### src/rtl/adc_serial_port.sv
module adc_serial_port #(
  parameter int RES_W       = 24,
  parameter int ADDR_W      = 3,
  parameter int CONV_CYCLES = 200
) (
  input  logic              clk,
  input  logic              rst_n,
  input  logic              cs_n,
  input  logic              sck,
  input  logic              sdi,
  input  logic              result_sign,
  input  logic [RES_W-1:0]  result_in,
  output logic              sdo,
  output logic              sdo_en,
  output logic              mode_err,
  output logic              chan_sgl,
  output logic              chan_odd,
  output logic [ADDR_W-1:0] chan_addr
);
  localparam int FRAME_W = 32;
  localparam int PAD_W   = FRAME_W - 3 - RES_W;
  localparam int WORD_W  = ADDR_W + 3;
  localparam int CNT_W   = $clog2(CONV_CYCLES + 1);
  localparam int RC_W    = $clog2(WORD_W + 1);
  localparam int FC_W    = $clog2(FRAME_W);

  typedef enum logic [1:0] {ST_CONV, ST_SLEEP, ST_DATA} state_t;

  state_t state;
  logic [1:0] cs_sync, sck_sync, sdi_sync;
  logic cs_d, sck_d;
  logic [CNT_W-1:0] conv_cnt;
  logic [FRAME_W-1:0] frame_sh;
  logic [RC_W-1:0] rise_cnt;
  logic [FC_W-1:0] fall_cnt;
  logic [WORD_W-2:0] word_sh;

  wire cs_s     = cs_sync[1];
  wire sck_s    = sck_sync[1];
  wire sdi_s    = sdi_sync[1];
  wire cs_fall  = cs_d & ~cs_s;
  wire cs_rise  = ~cs_d & cs_s;
  wire sck_rise = sck_s & ~sck_d;
  wire sck_fall = ~sck_s & sck_d;
  wire conv_done = (state == ST_CONV) && (conv_cnt == CNT_W'(CONV_CYCLES - 1));
  wire wake      = (state == ST_SLEEP) && !cs_s && sck_rise && !mode_err;
  wire word_last = (state == ST_DATA) && sck_rise && (rise_cnt == RC_W'(WORD_W - 1));
  wire last_fall = (state == ST_DATA) && sck_fall && (fall_cnt == FC_W'(FRAME_W - 1));
  wire abort     = (state == ST_DATA) && cs_rise;
  wire [WORD_W-1:0] word_full = {word_sh, sdi_s};

  assign sdo_en = ~cs_s;
  assign sdo    = (state == ST_CONV) ? 1'b1 : frame_sh[FRAME_W-1];

  always_ff @(posedge clk or negedge rst_n) begin
    if (!rst_n) begin
      cs_sync  <= 2'b11;
      sck_sync <= 2'b00;
      sdi_sync <= 2'b00;
      cs_d     <= 1'b1;
      sck_d    <= 1'b0;
    end else begin
      cs_sync  <= {cs_sync[0], cs_n};
      sck_sync <= {sck_sync[0], sck};
      sdi_sync <= {sdi_sync[0], sdi};
      cs_d     <= cs_s;
      sck_d    <= sck_s;
    end
  end

  always_ff @(posedge clk or negedge rst_n) begin
    if (!rst_n) mode_err <= 1'b0;
    else if (cs_fall) mode_err <= sck_s;
  end

  always_ff @(posedge clk or negedge rst_n) begin
    if (!rst_n) begin
      state    <= ST_CONV;
      conv_cnt <= '0;
      frame_sh <= '0;
      rise_cnt <= '0;
      fall_cnt <= '0;
      word_sh  <= '0;
    end else begin
      case (state)
        ST_CONV: begin
          if (conv_done) begin
            state    <= ST_SLEEP;
            conv_cnt <= '0;
            frame_sh <= {2'b00, result_sign, result_in, {PAD_W{1'b0}}};
          end else begin
            conv_cnt <= conv_cnt + 1'b1;
          end
        end
        ST_SLEEP: begin
          if (wake) begin
            state    <= ST_DATA;
            rise_cnt <= RC_W'(1);
            fall_cnt <= '0;
            word_sh  <= {{(WORD_W-2){1'b0}}, sdi_s};
          end
        end
        default: begin
          if (abort || last_fall) begin
            state    <= ST_CONV;
            conv_cnt <= '0;
          end else begin
            if (sck_rise && rise_cnt < RC_W'(WORD_W)) begin
              rise_cnt <= rise_cnt + 1'b1;
              word_sh  <= word_full[WORD_W-2:0];
            end
            if (sck_fall) begin
              fall_cnt <= fall_cnt + 1'b1;
              frame_sh <= {frame_sh[FRAME_W-2:0], 1'b0};
            end
          end
        end
      endcase
    end
  end

  always_ff @(posedge clk or negedge rst_n) begin
    if (!rst_n) begin
      chan_sgl  <= 1'b0;
      chan_odd  <= 1'b0;
      chan_addr <= '0;
    end else if (word_last && !abort && word_full[WORD_W-1]) begin
      chan_sgl  <= word_full[WORD_W-2];
      chan_odd  <= word_full[WORD_W-3];
      chan_addr <= word_full[ADDR_W-1:0];
    end
  end

  a_r4_sleep_after_count: assert property (@(posedge clk) disable iff (!rst_n)
    conv_done |=> (state == ST_SLEEP) && !sdo);

  a_r3_busy_flag: assert property (@(posedge clk) disable iff (!rst_n)
    (state == ST_CONV) |-> sdo);

  a_r1_no_wake_in_err: assert property (@(posedge clk) disable iff (!rst_n)
    ((state == ST_SLEEP) && mode_err && !cs_fall) |=> (state != ST_DATA));

  a_r7_restart: assert property (@(posedge clk) disable iff (!rst_n)
    (last_fall && !abort) |=> (state == ST_CONV) && sdo);

  a_r8_abort: assert property (@(posedge clk) disable iff (!rst_n)
    abort |=> (state == ST_CONV));

  a_r9_chan_hold: assert property (@(posedge clk) disable iff (!rst_n)
    !word_last |=> $stable({chan_sgl, chan_odd, chan_addr}));
endmodule

### config.mk
export PLATFORM = sky130hd
export DESIGN_NAME = adc_serial_port
export DESIGN_NICKNAME = d
export VERILOG_FILES = /design/src/rtl/adc_serial_port.sv
export SDC_FILE = /design/constraint.sdc
export NUM_CORES = 1
export LEC_CHECK = 0
export ABC_AREA = 1
export ABC_CLOCK_PERIOD_IN_PS = 4700
export BUFFER_PORTS_ARGS = -buffer_cell sky130_fd_sc_hd__buf_4
export CAP_MARGIN = 20
export CORE_ASPECT_RATIO = 1.1
export CORE_UTILIZATION = 30
export CTS_BUF_LIST = sky130_fd_sc_hd__clkbuf_8
export DETAILED_ROUTE_END_ITERATION = 10
export HOLD_SLACK_MARGIN = 0.15
export PLACE_DENSITY_LB_ADDON = 0.12
export SLEW_MARGIN = 20
export SYNTH_ARGS = -nofsm -noshare
export SYNTH_HDL_FRONTEND = slang
export SYNTH_SLANG_ARGS = --single-unit
### constraint.sdc
create_clock -name clk -period 4.7 [get_ports clk]
set_clock_uncertainty 0.2 [all_clocks]
set_input_delay 0 -clock clk [delete_from_list [all_inputs] [get_ports clk]]
set_output_delay 0 -clock clk [all_outputs]
set_load 0.05 [all_outputs]
==> results.sh <==
export IMPL_status="finished, final reports clean"
export IMPL_overflow=0
export IMPL_gp_congestion=0.734
export IMPL_cts_root_buffer="clkbuf_8"
export IMPL_seq_area_frac_synth=0.493
export IMPL_rows=39
export IMPL_cts_repair_resized=0
export IMPL_final_cell_mix="nand2_1 (191), dfrtp_1 (61), nand3_1 (45)"
export IMPL_nets=529
export IMPL_ys_types=26
export IMPL_die_width_um=101
export IMPL_cts_tree="yes"
export IMPL_critical_path_class="reg2reg"
export IMPL_drive_gt1_frac=0.146
export IMPL_synth_seq_cells=64
export IMPL_antenna_left=0
export IMPL_globalRouteTotalUtil=0.146
export IMPL_path_max_fanout=24
export IMPL_fin_tns_setup_ns=0
export IMPL_postCtsSetupRepairBufs=0
export IMPL_worst_pin_slew_ns=0.781
export IMPL_period_minus_slack_ns=2.39
export IMPL_critPathArrivalTime_ns=2.43
export IMPL_portBuffers=37
export IMPL_area_growth_pct=27.1
export IMPL_clock_fmax_mhz=419
export IMPL_fin_crit_sh=0.508
export IMPL_postSynthCellCount=428
export IMPL_dp_hpwl_mm=4.40
export IMPL_slew_violations=0
export IMPL_fillerInstances=1084
export IMPL_hold_viol=0
export IMPL_setup_viol_count_final=0
export IMPL_numCtsBuffers=9
export IMPL_utilization=0.395
export IMPL_max_slew_margin=0.479
export IMPL_drcViolationCount=0
export IMPL_synth_area_leader_cell="dfrtp_1"
export IMPL_critPathSlowestCell="nor2_4"
export IMPL_diodes=0
export IMPL_power_density_nw_per_um2=262
export IMPL_io_pins=38
export IMPL_worstSetupEndpointType="register"
export IMPL_die_h_um=111
export IMPL_synth_top_cell_area_share=0.468
export IMPL_syn_nets=463
export IMPL_dr_total_vias=2923
export IMPL_core_um2=10500
export IMPL_start_util=0.311
export IMPL_grt_pass1_wl_mm=13.0
export IMPL_power_leakage_uw=0.00205
export IMPL_critPathLaunchType="register"
export IMPL_synthTopCellsByArea="dfrtp_1 (47%), nand2_1 (22%), nand3_1 (6.9%), nand4_1 (3.3%), nor2_1 (3.1%)"
export IMPL_worstPathCellList="ha_1 -> nand2_1 -> nor2_1 -> ha_1 -> nand3_2 -> nor2_1 -> nor2_4 -> nand3_2 -> nand2_1 -> nand2_1"
export IMPL_clock_sinks=64
export IMPL_worst_ir_drop_vdd_mv=0.106
export IMPL_clk_pin_slew_ns=0.07
export IMPL_antenna_found_initial=0
export IMPL_layout_commonest_cell="nand2_1"
export IMPL_drv_cap=0
export IMPL_viasPerCell=4.55
export IMPL_syn_avg_cell_area_um2=7.62
export IMPL_grt_max_degree=60
export IMPL_drt_pre_antenna_iters=4
export IMPL_holdCritPathClass="reg2reg"
export IMPL_rsz0062_at_grt="no"
export IMPL_htree_num_levels=3
export IMPL_syn_cell_area_um2=3260
export IMPL_wl_per_cell_um=11.6
export IMPL_worstSkewPairLatency_ns=0.35
export IMPL_yosysWarnings=0
export IMPL_clockBufferDepth=2
export IMPL_die_area_um2=11300
export IMPL_crit_path_max_incr_delay_ns=0.45
export IMPL_wl_mm=7.44
export IMPL_path_common_cell="nand2_1"
export IMPL_first_iter_violations=169
export IMPL_grt_pass1_vias=2840
export IMPL_crit_required_ns=4.74
==> final cells by class <==
type | instances | area, um^2 | share of cell area
well taps | 143 | 179 | 0.0432
clock buffers | 9 | 124 | 0.0299
repair buffers | 72 | 626 | 0.151
inverters | 28 | 108 | 0.0260
flip-flops and latches | 64 | 1610 | 0.388
clock inverters | 7 | 56.3 | 0.0136
multi-input cells | 319 | 1440 | 0.349
==> registers in the layout (all words and copies together) (netlist names) <==
| name | flops |
|---|---|
| chan_addr | 3 |
| chan_odd | 1 |
| chan_sgl | 1 |
| conv_cnt | 8 |
| cs_d | 1 |
| cs_sync | 2 |
| fall_cnt | 5 |
| frame_sh | 27 |
| mode_err | 1 |
| rise_cnt | 3 |
| sck_d | 1 |
| sck_sync | 2 |
| sdi_sync | 2 |
| state | 2 |
| word_sh | 5 |
==> report_power, final <==
group	internal [uW]	total [uW]	leakage [uW]	switching (uW)
logic	41.6	75.5	0.00121	34.0
registers	556	559	0.000724	2.95
clock network	236	451	0.000107	215
total	834	1090	0.00205	252
==> per-stage QoR <==
step / cell area [um^2] / power [uW] / setup WS, ns / std cells / hold WS, ns
3_5_place_dp: 3620 / 625 / 2.32 / 592 / -0.0897
2_1_floorplan: 3260 / 588 / 2.90 / 428 / -0.496
6_report: 4140 / 1090 / 2.31 / 642 / 0.151
3_3_place_gp: 3620 / 625 / 2.32 / 592 / -0.0915
5_1_grt: 4140 / 1130 / 2.10 / 642 / 0.160
4_1_cts: 4140 / 1110 / 2.29 / 642 / 0.151
==> cells in the mapped netlist (all sizes together) <==
master	count
nand2	196
dfrtp	61
nand3	48
nor2	32
inv	28
nand4	18
buf	17
o21ai	14
ha	5
dfstp	3
a21oi	2
a31oi	1
and3	1
or2	1
xnor2	1
==> worst max-delay path, delay by kind of cell, from the launching register on <==
kind | cells | cell delay, ns
fa+ha+maj | 2 | 0.40
flops | 1 | 0.41
simple gates | 8 | 1.24
==> path summary, 6_finish.rpt <==
check	slack (ns)	from	depth (start not counted)	to
setup reg to reg	2.31	fall_cnt[0]	10	word_sh[1]
hold reg to reg	0.15	sck_sync[0]	0	sck_sync[1]
min in group asynchronous	0.62	rst_n	3	frame_sh[10]
hold / removal	0.15	sck_sync[0]	0	sck_sync[1]
max in group asynchronous	2.50	rst_n	4	mode_err
setup / recovery	2.31	fall_cnt[0]	10	word_sh[1]
==> kinds of logic (layout without fill, tap and decap cells) <==
kind of cell | count (synthesis) | after routing | share of synthesized area
adder cells (fa/ha/maj) | 5 | 5 | 0.0192
AO/OA/AOI/OAI | 17 | 17 | 0.0265
AND/OR/NAND/NOR | 296 | 296 | 0.395
XOR/XNOR | 1 | 1 | 0.00269
buffers and inverters | 45 | 116 | 0.0645
flip-flops | 64 | 64 | 0.493
==> per-layer routing <==
layer / routed length (um) / GRT usage / up-vias
met5: 0 / 0 / -
met4: 109 / 0.0696 / 0
met3: 200 / 0.0265 / 11
met2: 3540 / 0.243 / 47
met1: 3590 / 0.181 / 1376
li1: - / - / 1489
==> repair_timing <==
action / 4_1_cts / 5_1_grt
hold endpoints to repair: 92 / 0
hold buffers: 34 / 0
endpoints found under the setup margin: 0 / 0
Power figures use the tool's default switching activity.
